**config.mk**
```make
export PLATFORM = sky130hd
export DESIGN_NAME = beam_raster_counter
export DESIGN_NICKNAME = d
export VERILOG_FILES = /design/src/rtl/beam_pkg.sv /design/src/rtl/beam_hcounter.sv /design/src/rtl/beam_frame_limits.sv /design/src/rtl/beam_vcounter.sv /design/src/rtl/beam_raster_counter.sv
export SDC_FILE = /design/constraint.sdc
export NUM_CORES = 1
export LEC_CHECK = 0
export BUFFER_PORTS_ARGS = -buffer_cell sky130_fd_sc_hd__buf_2
export CAP_MARGIN = 25
export CORE_ASPECT_RATIO = 0.6
export CORE_MARGIN = 5
export CORE_UTILIZATION = 35
export CTS_CLUSTER_SIZE = 20
export DETAILED_ROUTE_END_ITERATION = 8
export GPL_ROUTABILITY_DRIVEN = 0
export HOLD_SLACK_MARGIN = 0.06
export SYNTH_ARGS = -nofsm -noshare
export SYNTH_HDL_FRONTEND = slang
export SYNTH_SLANG_ARGS = --single-unit
```
**constraint.sdc**
```tcl
create_clock -name clk -period 2.2 [get_ports clk]
set_input_delay 0.33 -clock clk [delete_from_list [all_inputs] [get_ports clk]]
set_output_delay 0.33 -clock clk [all_outputs]
set_load 0.02 [all_outputs]
```
**src/rtl/beam_pkg.sv**
```systemverilog
package beam_pkg;

    // Frame configuration captured at each frame wrap
    typedef struct packed {
        logic region;   // 0: short base count, 1: long base count
        logic extra;    // 1: one added line in this frame
    } frame_cfg_t;

    // Number of lines in a frame for a given captured configuration
    function automatic int frame_lines(input int base_a, input int base_b,
                                       input frame_cfg_t cfg);
        int n;
        n = cfg.region ? base_b : base_a;
        if (cfg.extra) n = n + 1;
        return n;
    endfunction

    // Master cycles in a line; a shortened line drops one dot
    function automatic int line_cycles(input int dots, input int cyc_per_dot,
                                       input logic shortened);
        return shortened ? (dots - 1) * cyc_per_dot : dots * cyc_per_dot;
    endfunction

endpackage

```
**src/rtl/beam_hcounter.sv**
```systemverilog
module beam_hcounter #(
    parameter int CYC_PER_DOT   = 4,
    parameter int DOTS_PER_LINE = 341,
    parameter int HW            = 11,
    parameter int DW            = 9
) (
    input  logic          clk,
    input  logic          rst,
    input  logic          short_line,
    output logic [HW-1:0] hcount,
    output logic [DW-1:0] dot,
    output logic          eol
);
    localparam int PW        = (CYC_PER_DOT > 1) ? $clog2(CYC_PER_DOT) : 1;
    localparam int FULL_CYC  = beam_pkg::line_cycles(DOTS_PER_LINE, CYC_PER_DOT, 1'b0);
    localparam int SHORT_CYC = beam_pkg::line_cycles(DOTS_PER_LINE, CYC_PER_DOT, 1'b1);
    localparam logic [HW-1:0] FULL_LAST  = HW'(FULL_CYC - 1);
    localparam logic [HW-1:0] SHORT_LAST = HW'(SHORT_CYC - 1);
    localparam logic [PW-1:0] PHASE_LAST = PW'(CYC_PER_DOT - 1);

    logic [PW-1:0] phase;
    logic [HW-1:0] last_cyc;

    always_comb begin
        last_cyc = short_line ? SHORT_LAST : FULL_LAST;
        eol      = (hcount == last_cyc);
    end

    always_ff @(posedge clk) begin
        if (rst) begin
            hcount <= '0;
            dot    <= '0;
            phase  <= '0;
        end else if (eol) begin
            hcount <= '0;
            dot    <= '0;
            phase  <= '0;
        end else begin
            hcount <= hcount + 1'b1;
            if (phase == PHASE_LAST) begin
                phase <= '0;
                dot   <= dot + 1'b1;
            end else begin
                phase <= phase + 1'b1;
            end
        end
    end

endmodule

```
**src/rtl/beam_frame_limits.sv**
```systemverilog
module beam_frame_limits #(
    parameter int LINES_A    = 262,
    parameter int LINES_B    = 312,
    parameter int SHORT_LINE = 240,
    parameter int VW         = 9
) (
    input  beam_pkg::frame_cfg_t cfg,
    input  logic [VW-1:0]        next_v,
    input  logic                 next_field,
    input  logic                 interlace_en,
    output logic [VW-1:0]        vlast,
    output logic                 short_next
);
    localparam logic [VW-1:0] SHORT_V = VW'(SHORT_LINE);

    always_comb begin
        vlast      = VW'(beam_pkg::frame_lines(LINES_A, LINES_B, cfg) - 1);
        short_next = !interlace_en && next_field && (next_v == SHORT_V);
    end

endmodule

```
**src/rtl/beam_vcounter.sv**
```systemverilog
module beam_vcounter #(
    parameter int LINES_A    = 262,
    parameter int LINES_B    = 312,
    parameter int SHORT_LINE = 240,
    parameter int VW         = 9
) (
    input  logic          clk,
    input  logic          rst,
    input  logic          eol,
    input  logic          interlace_en,
    input  logic          region_sel,
    output logic [VW-1:0] vcount,
    output logic          field,
    output logic          frame_toggle,
    output logic          eof,
    output logic          short_line
);
    beam_pkg::frame_cfg_t cfg_q, cfg_next;
    logic [VW-1:0] vlast;
    logic [VW-1:0] next_v;
    logic          next_field;
    logic          short_next;

    beam_frame_limits #(
        .LINES_A    (LINES_A),
        .LINES_B    (LINES_B),
        .SHORT_LINE (SHORT_LINE),
        .VW         (VW)
    ) u_limits (
        .cfg          (cfg_q),
        .next_v       (next_v),
        .next_field   (next_field),
        .interlace_en (interlace_en),
        .vlast        (vlast),
        .short_next   (short_next)
    );

    always_comb begin
        eof        = eol && (vcount == vlast);
        next_v     = eof ? '0 : vcount + 1'b1;
        next_field = eof ? ~field : field;
        cfg_next   = cfg_q;
        if (eof) begin
            cfg_next.region = region_sel;
            cfg_next.extra  = interlace_en && !next_field;
        end
    end

    always_ff @(posedge clk) begin
        if (rst) begin
            vcount       <= '0;
            field        <= 1'b0;
            frame_toggle <= 1'b0;
            cfg_q.region <= region_sel;
            cfg_q.extra  <= 1'b0;
            short_line   <= 1'b0;
        end else if (eol) begin
            vcount     <= next_v;
            field      <= next_field;
            cfg_q      <= cfg_next;
            short_line <= short_next;
            if (eof) frame_toggle <= ~frame_toggle;
        end
    end

endmodule

```
**src/rtl/beam_raster_counter.sv**
```systemverilog
module beam_raster_counter #(
    parameter int CYC_PER_DOT   = 4,
    parameter int DOTS_PER_LINE = 341,
    parameter int LINES_A       = 262,
    parameter int LINES_B       = 312,
    parameter int SHORT_LINE    = 240,
    localparam int HW = $clog2(CYC_PER_DOT * DOTS_PER_LINE + 1),
    localparam int DW = $clog2(DOTS_PER_LINE + 1),
    localparam int VW = $clog2(LINES_B + 2)
) (
    input  logic          clk,
    input  logic          rst,
    input  logic          interlace_en,
    input  logic          region_sel,
    output logic [HW-1:0] hcount,
    output logic [DW-1:0] dot,
    output logic [VW-1:0] vcount,
    output logic          field,
    output logic          eol,
    output logic          eof,
    output logic          frame_toggle
);
    logic short_line;

    beam_hcounter #(
        .CYC_PER_DOT   (CYC_PER_DOT),
        .DOTS_PER_LINE (DOTS_PER_LINE),
        .HW            (HW),
        .DW            (DW)
    ) u_h (
        .clk        (clk),
        .rst        (rst),
        .short_line (short_line),
        .hcount     (hcount),
        .dot        (dot),
        .eol        (eol)
    );

    beam_vcounter #(
        .LINES_A    (LINES_A),
        .LINES_B    (LINES_B),
        .SHORT_LINE (SHORT_LINE),
        .VW         (VW)
    ) u_v (
        .clk          (clk),
        .rst          (rst),
        .eol          (eol),
        .interlace_en (interlace_en),
        .region_sel   (region_sel),
        .vcount       (vcount),
        .field        (field),
        .frame_toggle (frame_toggle),
        .eof          (eof),
        .short_line   (short_line)
    );

endmodule

```
# After elaboration in Yosys (flattened, before gate mapping)
# Cells that the tools add are included.
[totals] out_inout_bits=33 input_bits=4 regBits=36
[classes] reduce_logical=12 n_addsub=6 eq_ne=4 mux=8 n_bitwise=2
[op_table] cell="adder 9 x 1 -> 9 bit (second input constant)" count=3
[op_table] cell="2-to-1 mux 9 bit" count=2
[op_table] cell="adder 11 x 1 -> 11 bit (second input constant)" count=1
[op_table] cell="equality test 11 bit" count=1
[op_table] cell="equality test 9 x 8 -> 1 bit (second input constant)" count=1
[op_table] cell="equality test 9 bit" count=1
[op_table] cell="subtractor 9 x 2 -> 9 bit (second input constant)" count=1
[op_table] cell="2-to-1 mux 2 bit" count=3
[op_table] cell="2-to-1 mux 6 bit" count=1
[op_table] cell="2-to-1 mux 5 bit" count=1
[op_table] cell="logical AND 1 bit" count=4
[op_table] cell="AND reduction 2 bit" count=2
[op_table] cell="nonzero test 2 bit" count=2
[op_table] cell="OR reduction 3 bit" count=1
[op_table] cell="adder 2 x 1 -> 2 bit (second input constant)" count=1
[op_table] cell="equality test 2 bit (second input constant)" count=1
[op_table] cell="zero test 1 bit" count=2
[op_table] cell="NOT 1 bit" count=2
[op_table] cell="OR reduction 2 bit" count=1
[op_table] cell="2-to-1 mux 1 bit" count=1

# Logic depth before layout (Yosys ltp)
# Gate-level depths: netlist (run 1).
[logic_depth] depth_word=12 depth_mapped=7 ltp_nobuf=7

# By module
# Synthesis (run 1) repeated with hierarchy kept, for this count alone.
[hier_totals] hier_cells=235 area_unflattened_um2=2109.5
[modules_own_cells] module="beam_hcounter" instances=1 seq_area_each_um2=440.4 cells_per_inst=103 area_per_inst_um2=1024.7
[modules_own_cells] module="beam_vcounter" instances=1 seq_area_each_um2=290.3 cells_per_inst=115 area_per_inst_um2=957.2
[modules_own_cells] module="beam_frame_limits" instances=1 seq_area_each_um2=0.0 cells_per_inst=17 area_per_inst_um2=127.6

# Worst setup path after synthesis (run 1)
# OpenSTA, ideal clock, no wires.
[synth_timing] kind="register to register" startpoint="register u_h.hcount[0]" endpoint="register u_v.cfg_q[1] (netlist bit) (enable)" t_required_ps=1905 arrival_time_ps=1922 path_stages_with_launch=6 path_buffers=0 slack_ps=-17 path_cell_list="dfxtp_1 > ha_1 > and4bb_2 > o2111ai_4 > nor4_4 > or2_1"
[synth_via] elab_chain_len=4 word_cells_on_any_way=5 cone_classes="eq/ne (1); reduce/logical (4)"
[synth_lines] element="start: declaration" line_no="beam_hcounter.sv:10" text="output logic [HW-1:0] hcount,"
[synth_lines] element="start signal: assignment" line_no="beam_hcounter.sv:39" text="hcount <= hcount + 1'b1;"
[synth_lines] element="equality test 11 bit" line_no="beam_hcounter.sv:26" text="eol = (hcount == last_cyc);"
[synth_lines] element="logical AND 1 bit" line_no="beam_vcounter.sv:39" text="eof = eol && (vcount == vlast);"
[synth_lines] element="via eof" line_no="beam_raster_counter.sv:20" text="output logic eof,"
[synth_lines] element="nonzero test 2 bit (no line)"
[synth_lines] element="AND reduction 2 bit (no line)"
[synth_lines] element="end signal: assignment" line_no="beam_vcounter.sv:60" text="cfg_q <= cfg_next;"
[synth_lines] element="end: declaration" line_no="beam_vcounter.sv:18" text="beam_pkg::frame_cfg_t cfg_q, cfg_next;"
# The timed path passes the listed nets, and every way through them passes these cells.
# A chain may end at the register's enable or synchronous reset.

# Worst setup path after layout (run 1)
[layout_timing] startpoint="register u_v.cfg_q[1] (netlist bit)" endpoint="output eof"
[layout_via] elab_chain_len=6
[layout_lines] element="2-to-1 mux 6 bit (*)" line_no="beam_pkg.sv:13" text="n = cfg.region ? base_b : base_a;"
[layout_lines] element="adder 9 x 1 -> 9 bit" line_no="beam_pkg.sv:14" text="if (cfg.extra) n = n + 1;"
[layout_lines] element="2-to-1 mux 9 bit (*)" line_no="beam_pkg.sv:14"
[layout_lines] element="subtractor 9 x 2 -> 9 bit (*)" line_no="beam_frame_limits.sv:17" text="vlast = VW'(beam_pkg::frame_lines(LINES_A, LINES_B, cfg) - 1);"
[layout_lines] element="equality test 9 bit (*)" line_no="beam_vcounter.sv:39"
[layout_lines] element="logical AND 1 bit (*)" line_no="beam_vcounter.sv:39"
[layout_lines] element="end: declaration" line_no="beam_raster_counter.sv:20"
# Every way passes the cells marked *; elsewhere a longest branch is shown, timed or not.

==> flow_summary.ini, run 1 <==
[routing]
drc = 0
wl_per_cell_um = 13.3
dr.pass1.iters = 4
vias = 1541
viasPerCell = 4.91
drt-total-wl_mm = 4.17
drt_iter0_drc = 92
postRouteAntennaNets = 0

[global_route]
antenna_found_initial = 0
grt_pass1_wl_mm = 6.99
grt_pass1_vias = 1361
grt.total_usage_pct = 13.1
overflow = 0
grt_max_degree = 23

[layout]
diodes = 0
drive_gt1_share_pct = 26.2
multiInputGateArea_um2 = 1050
area_growth_pct = 23.8
nets = 257
register_area_um2 = 734
post-route-util_pct = 44.6
nFillCells = 518

[timing]
slew_headroom_pct = 73.4
layout_setup_ws_ns = 0.0778
final-max-slew-violation-count = 0
hold-worst-slack_ns = 0.317
fin_skew_ns = 0.00366
hold_viol = 0
finalCriticalPeriod_ns = 2.12
worst_pin_slew_ns = 0.397
fin_setup_tns_ns = 0
period_share_pct = 96.5
setup_viol_count_final = 0
fmax_mhz = 471

[synthesis]
ys_types = 41
synth-seq-area-share_pct = 40.1
syn-cell-area_um2 = 1820
synth_warnings = 0
syn_avg_cell_area_um2 = 8.84
syn_inst = 206
ys_ff_latch = 36
syn-num-nets = 216

[worst_setup_path]
timing.critical_path.cells = ha_4 -> xor2_1 -> o211ai_1 -> nor4_4 -> buf_4
reg2regPathDepth = 7
worstPathMaxFanout = 3
reg2reg_slack_ns = 0.17
crit_slowest_cell = edfxtp_1
timing.rr.end = u_v.cfg_q[1]$_DFFE_PP_
slowest_delay_ns = 0.46
crit_arrival_ns = 1.79
regToRegStartpoint = u_v.cfg_q[1]$_DFFE_PP_
end_kind = output pin
critical_path_required_ns = 1.87
critPathLaunchType = flip-flop
path_class = flip-flop to output pin

[die]
num_rows = 20
dieArea_um2 = 6790
core-area_um2 = 5050
die_h_um = 65.9
io_pins = 37
start_util_pct = 36.0
die_width_um = 103

[min_path]
holdPathEnd = u_v.cfg_q[1]$_DFFE_PP_
hold_depth = 2
worstHoldStart = region_sel
hp-class = input pin to flip-flop

[pwr]
power.density_nw_per_um2 = 625
swShare_pct = 24.3
total_power_uw = 1410
p_sw_uw = 342
pwr-share-clk_pct = 41.2
p_comb_share_pct = 9.1
power.internal_uw = 1070
vdd_ir_drop_max_uv = 250
power_frac_seq_pct = 49.6
p_leak_uw = 0.000938

[clocking]
cts.reportedPaths.clkPinSlew_ns = 0.08
cts_buffers = 5
clock_latency_ns = 0.29
clock_sinks = 36
cts_root_buf = clkbuf_8
clock_path_buffers = 2
cts_htree_levels = 2
cts_tree = yes

[placement]
post-place-ws_ns = 0.233
dp_hpwl_mm = 3.05
portBuffers = 36

[job]
drv_cap = 0

[outcome]
status = complete, no violations
-- cells in the final DEF (no fill, tap or decap), drive strengths merged, types with 2 or more instances in the layout --
master   synthesis  layout
nor4             4       4
xnor2           11      11
o2111ai          2       2
a21oi            8       8
nand2           16      16
and4             2       2
nand4            3       3
inv              4       5
or3              4       4
and3             6       6
nand3            9       9
xor2            11      11
clkbuf          12       5
dfxtp           35      35
mux2i            2       2
nand2b           3       3
nor2            26      26
buf              0      46
and4b            2       2
and2             3       3
nor4b            2       2
ha               6       6
or2              2       2
nand4b           4       4
o21ai            6       6
or4              2       2
nor3             5       5
a31oi            2       2
nand3b           4       4
nor3b            2       2
-- cell type report --
type,instances,area share (%)
Inverter,4,0.666
Clock buffer,5,3.05
Timing Repair Buffer,46,11.4
Multi-Input combinational cell,154,46.8
Tap cell,66,3.66
Sequential cell,36,32.6
Clock inverter,3,1.83
-- synth_stat cells --
| cell | count | share of area, % |
|---|---|---|
| dfxtp_1 | 35 | 38 |
| nor2_1 | 26 | 5.4 |
| nand2_1 | 16 | 3.3 |
| clkbuf_1 | 12 | 2.5 |
| xnor2_1 | 11 | 5.3 |
| xor2_1 | 11 | 5.3 |
| nand3_1 | 9 | 2.5 |
| a21oi_1 | 8 | 2.2 |
| and3_1 | 6 | 2.1 |
| ha_1 | 6 | 4.1 |
| o21ai_0 | 6 | 1.6 |
| nor3_1 | 5 | 1.4 |
| inv_1 | 4 | 0.82 |
| nand3b_1 | 4 | 1.6 |
| nand4b_1 | 4 | 1.9 |
| or3_1 | 4 | 1.4 |
| and2_1 | 3 | 1.0 |
| nand2b_1 | 3 | 1.0 |
| nand4_1 | 3 | 1.0 |
| nor4_1 | 3 | 1.0 |
| a31oi_1 | 2 | 0.69 |
| and4_1 | 2 | 0.96 |
| and4b_1 | 2 | 1.1 |
| mux2i_1 | 2 | 1.1 |
| nor3b_1 | 2 | 0.82 |
| or4_1 | 2 | 0.82 |
| a32oi_1 | 1 | 0.48 |
| and3b_1 | 1 | 0.48 |
| and4bb_2 | 1 | 0.69 |
| edfxtp_1 | 1 | 1.6 |
| nor2b_1 | 1 | 0.34 |
| nor4_4 | 1 | 1.2 |
| nor4b_1 | 1 | 0.48 |
| nor4b_4 | 1 | 1.3 |
| o2111ai_1 | 1 | 0.48 |
| o2111ai_4 | 1 | 1.4 |
| o211ai_1 | 1 | 0.41 |
| o31ai_1 | 1 | 0.41 |
| o41ai_1 | 1 | 0.48 |
| or2_1 | 1 | 0.34 |
| or2_2 | 1 | 0.34 |
-- through the flow --
stage                     area [um2]  std cells
final                           2250        314
after global routing            2250        314
after CTS                       2220        313
after detailed placement        2100        304
after global placement          2100        304
after floorplan                 1820        206
-- repair_timing --
action / in CTS / in global routing
gates resized for setup: 2 / 6
hold buffers: 0 / 0
pin swaps: 1 / 0
endpoints found under the hold margin: 0 / 0
endpoints found under the setup margin: 2 / 2
gates cloned: 0 / 0
buffers inserted: 1 / 1
-- power groups by stage --
stage                     clock (uW)  combinational [uW]  sequential [uW]
after floorplan                    0                70.8              722
after global placement             0                 122              712
after CTS                        598                 124              697
after detailed placement           0                 124              712
final                            581                 129              699
after global routing             630                 148              703
-- logic make-up after synthesis --
| logic type | after synthesis | share of synthesized area (%) |
|---|---|---|
| muxes | 2 | 1.10 |
| AOI/OAI and AO/OA | 22 | 8.25 |
| xor gates and xnor gates | 22 | 10.6 |
| and+or+nand+nor | 102 | 32.5 |
| buffers and inverters | 16 | 3.30 |
| adders and majority gates | 6 | 4.12 |
| DFF | 36 | 40.1 |
-- critical path, delay by kind of cell, from the launching register on --
family / cells / cell delay [ns]
xor gates and xnor gates: 1 / 0.15
buffers and inverters: 1 / 0.19
AOI/OAI and AO/OA: 1 / 0.19
DFF: 1 / 0.46
and+or+nand+nor: 1 / 0.22
adders and majority gates: 1 / 0.30
-- registers in the layout, indices dropped and copies added (netlist names) --
register,cells
u_v.frame_toggle,1
u_h.hcount,11
u_v.cfg_q,2
u_v.field,1
u_v.short_line,1
u_h.dot,9
u_v.vcount,9
u_h.phase,2
-- routing by layer --
metal  global-route usage, %  routed length (um)  vias up
met3                    3.37                 190        4
met4                    4.85                  29        0
met2                    16.2                1640       35
met5                       0                   0        -
li1                        -                   -      804
met1                    20.8                2310      698
-- how the worst max path moves through the flow --
stage                                         from                      to  depth (start not counted)
after floorplan           u_h.hcount[0]$_SDFF_PP0_  u_v.cfg_q[1]$_DFFE_PP_                          5
after global routing        u_v.cfg_q[1]$_DFFE_PP_                     eof                          5
final                       u_v.cfg_q[1]$_DFFE_PP_                     eof                          5
after detailed placement    u_v.cfg_q[1]$_DFFE_PP_                     eof                          5
after global placement      u_v.cfg_q[1]$_DFFE_PP_                     eof                          5
after CTS                 u_h.hcount[0]$_SDFF_PP0_                     eol                          6
(Power assumes the default switching activity.)
==> run 2: changes to the inputs <==
- CORE_ASPECT_RATIO: 0.6 -> unset
==> flow_summary.ini, run 2 (same netlist as run 1, synthesis figures left out) <==
[routing]
drt-total-wl_mm = 4.11
drc = 0
drt_iter0_drc = 102
vias = 1549
postRouteAntennaNets = 0
met2_length_mm = 1.90
met1_length_mm = 1.86
wl_met3_um = 248
viasPerCell = 4.89
wl_per_cell_um = 13.0
dr.pass1.iters = 4
highest_layer = met4

[layout]
nFillCells = 546
post-route-util_pct = 43.9
multiInputGateArea_um2 = 1040
register_area_um2 = 733
diodes = 0
mostFrequentLayoutCell = buf_2
drive_gt1_share_pct = 25.1
registers.top_by_ff_count = u_h.hcount
area_growth_pct = 22.5
nets = 256
fin_area_um2 = 2230
final_cell_mix = 35 x buf_2, 33 x dfxtp_1, 26 x nor2_1
largest_register_ffs = 11
instances_no_fill = 317
top_regs = u_h.hcount: 11 flops, u_h.dot: 9 flops, u_v.vcount: 9 flops

[timing]
worst_pin_slew_ns = 0.385
setup_viol_count_final = 0
period_share_pct = 99.5
slew_headroom_pct = 74.1
fin_setup_tns_ns = 0
fin_skew_ns = 0.00658
rsz0062_at_grt = yes
fmax_mhz = 457
final-max-slew-violation-count = 0
finalCriticalPeriod_ns = 2.19
hold_viol = 0

[placement]
post-place-cells = 308
portBuffers = 36
dp_hpwl_mm = 2.89
place_area_um2 = 2100

[die]
start_util_pct = 35.9
dieArea_um2 = 6740
io_pins = 37
die_h_um = 82.1
die_width_um = 82.1
core-area_um2 = 5070
num_rows = 26

[global_route]
grt.total_usage_pct = 13.3
grt_max_degree = 23
grt_pass1_wl_mm = 6.87
grt_pass1_vias = 1445
antenna_found_initial = 0
overflow = 0

[clocking]
cts_tree = yes
cts_buffers = 5
clock_sinks = 36
cts-hold-fix-buffers = 0
cts_root_buf = clkbuf_8
clock_path_buffers = 2
cts_htree_levels = 2
cts.reportedPaths.clkPinSlew_ns = 0.07
clock_latency_ns = 0.29

[worst_setup_path]
crit_arrival_ns = 1.86
path_buf_inv = 1
end_kind = output pin
critPathLaunchType = flip-flop
timing.critical_path.cells = ha_1 -> xor2_1 -> o211ai_1 -> nor4_4 -> buf_4
crit_slowest_cell = edfxtp_1
worstPathMaxFanout = 4
slowest_delay_ns = 0.43
critical_path_required_ns = 1.87
critPathTopFamily = flip-flops
path_class = flip-flop to output pin

[pwr]
power.density_nw_per_um2 = 612
p_leak_uw = 0.000932
vdd_ir_drop_max_uv = 262

[outcome]
status = complete, no violations

[min_path]
hp-class = input pin to flip-flop

[job]
drv_cap = 0
## run 2: final cells by class
class | instances | area share (%)
Inverter | 4 | 0.673
Sequential cell | 36 | 32.9
Tap cell | 70 | 3.93
Clock inverter | 2 | 0.561
Multi-Input combinational cell | 154 | 46.5
Timing Repair Buffer | 45 | 11.2
Clock buffer | 6 | 4.21
## run 2: report_power, final
part	internal [uW]	total, uW	switching, uW	leakage [uW]
combinational	49.3	117	67.5	0.000586
clock	290	548	258	0.0000523
sequential	675	700	24.9	0.000294
## run 2: metrics by stage
step / hold slack, ns / total power, uW / worst slack [ns]
6_report: 0.313 / 1360 / 0.0102
5_1_grt: 0.310 / 1420 / -0.0760
4_1_cts: 0.304 / 1380 / 0.0151
3_5_place_dp: 0.418 / 832 / 0.126
3_3_place_gp: 0.416 / 831 / 0.174
2_1_floorplan: 0.404 / 793 / 0.00323
## run 2: path summary, 6_finish.rpt
path	startpoint	cells past startpoint	slack, ns	end
max	u_v.cfg_q[1]$_DFFE_PP_	5	0.01	eof
min	region_sel	2	0.31	u_v.cfg_q[1]$_DFFE_PP_
max reg2reg	u_v.cfg_q[1]$_DFFE_PP_	7	0.15	u_v.cfg_q[1]$_DFFE_PP_
min reg2reg	u_h.phase[0]$_SDFF_PP0_	1	0.43	u_h.phase[0]$_SDFF_PP0_
## run 2: timing repair
| item | CTS | global route |
|---|---|---|
| resized for setup | 3 | 2 |
| setup buffers | 1 | 0 |
| endpoints found under the setup margin | 1 | 1 |
| cloned | 0 | 0 |
| pin swaps | 1 | 2 |
## run 2: routing by layer
layer / vias up / global-route usage, %
met1: 696 / 16.6
met5: - / 0
li1: 806 / -
met2: 40 / 21.3
met4: 0 / 7.64
met3: 7 / 2.82
==> run 3: changes to the inputs <==
- clock period: 2.2 -> 2.7 ns (I/O delays scaled with it)
==> flow_summary.ini, run 3 (same netlist as run 1, synthesis figures left out) <==
[die]
die_width_um = 82.1
io_pins = 37
core-area_um2 = 5070
start_util_pct = 35.9
dieArea_um2 = 6740
die_h_um = 82.1
num_rows = 26

[pwr]
p_leak_uw = 0.000898
power.density_nw_per_um2 = 522
vdd_ir_drop_max_uv = 303

[clocking]
cts.reportedPaths.clkPinSlew_ns = 0.08
clock_sinks = 36
cts_buffers = 5
clock_latency_ns = 0.28
cts-hold-fix-buffers = 0
cts_htree_levels = 2
postCtsSetupBuffers = 0
cts_resized = 0
cts_root_buf = clkbuf_8
clock_path_buffers = 2
cts_tree = yes

[worst_setup_path]
crit_arrival_ns = 2.14
critical_path_required_ns = 2.30
end_kind = output pin
worstSetupPathDepth = 5
path_buf_inv = 1
regToRegStartpoint = u_h.hcount[0]$_SDFF_PP0_
critPathLaunchType = flip-flop
reg2regPathDepth = 7
worstPathMaxFanout = 12
path_class = flip-flop to output pin
reg2reg_slack_ns = 0.46
crit_start = u_h.hcount[0]$_SDFF_PP0_
timing.rr.end = u_v.vcount[4]$_SDFFE_PP0P_
timing.critical_path.cells = ha_1 -> and4bb_2 -> o2111ai_4 -> nor4_4 -> buf_2
crit_slowest_cell = nor4_4
slowest_delay_ns = 0.48
critPathTopFamily = simple AND/OR/NAND/NOR gates

[layout]
nets = 249
mostFrequentLayoutCell = buf_2
top_regs = u_h.hcount: 11 flops, u_h.dot: 9 flops, u_v.vcount: 9 flops
area_growth_pct = 19.1
registers.top_by_ff_count = u_h.hcount
diodes = 0
largest_register_ffs = 11
instances_no_fill = 310
final_cell_mix = 36 x buf_2, 35 x dfxtp_1, 26 x nor2_1
drive_gt1_share_pct = 21.3
nFillCells = 521
fin_area_um2 = 2170

[global_route]
grt_max_degree = 23
grt_pass1_vias = 1422
overflow = 0
grt_pass1_wl_mm = 6.49
antenna_found_initial = 0
grt.total_usage_pct = 12.4

[routing]
wl_per_cell_um = 12.4
drc = 0
drt_iter0_drc = 67
drt-total-wl_mm = 3.86
postRouteAntennaNets = 0
vias = 1509
dr.pass1.iters = 4
viasPerCell = 4.87

[timing]
finalCriticalPeriod_ns = 2.54
hold-worst-slack_ns = 0.395
worst_pin_slew_ns = 0.520
fin_setup_tns_ns = 0
rsz0062_at_grt = no
final-max-slew-violation-count = 0
fmax_mhz = 393
hold_viol = 0
setup_viol_count_final = 0
period_share_pct = 94.1
fin_skew_ns = 0.00448
slew_headroom_pct = 65.0

[outcome]
status = complete, no violations

[min_path]
hp-class = input pin to flip-flop
hold_depth = 2
holdPathEnd = u_v.cfg_q[1]$_DFFE_PP_
worstHoldStart = region_sel

[placement]
portBuffers = 36
dp_hpwl_mm = 2.82
place_area_um2 = 2060
post-place-cells = 302

[job]
drv_cap = 0
==> run 3: changes by cell type in the layout (fill, tap and decap cells not counted), sizes merged <==
cell,change
buf,-7
bufinv,+1
clkbuf,-1
clkinvlp,-1
inv,+1
==> run 3: routing by layer <==
| metal | GRT usage [%] | part of all wire, % | wire, um |
|---|---|---|---|
| met3 | 3.80 | 2.6 | 101 |
| met1 | 15.3 | 49 | 1880 |
| met4 | 3.99 | 1.4 | 53 |
| met5 | 0 | 0 | 0 |
| met2 | 20.6 | 47 | 1820 |
==> run 3: worst max-delay path by stage <==
stage	end
floorplan	u_v.cfg_q[1]$_DFFE_PP_
global placement	eof
detailed placement	eof
CTS	eof
global route	eof
finish	eof
==> run 3: final cells by class <==
cell class	instances	area [um2]	share of cell area (%)
Timing Repair Buffer	38	195	9.00
Tap cell	70	87.6	4.04
Clock buffer	5	68.8	3.17
Clock inverter	3	41.3	1.90
Multi-Input combinational cell	154	1030	47.5
Inverter	4	15.0	0.692
Sequential cell	36	731	33.7
==> run 3: through the flow <==
stage,power [uW],utilization (%),worst slack (ns)
6_report,1130,42.7,0.158
5_1_grt,1190,42.7,0.00996
4_1_cts,1160,42.7,0.117
3_3_place_gp,671,40.6,0.482
2_1_floorplan,646,-,0.483
3_5_place_dp,672,40.6,0.444
==> run 3: where the power goes <==
part / internal (uW) / switching [uW] / leakage (uW)
combinational: 35.4 / 49.2 / 0.000546
sequential: 550 / 23.9 / 0.000293
clock: 274 / 200 / 0.0000585
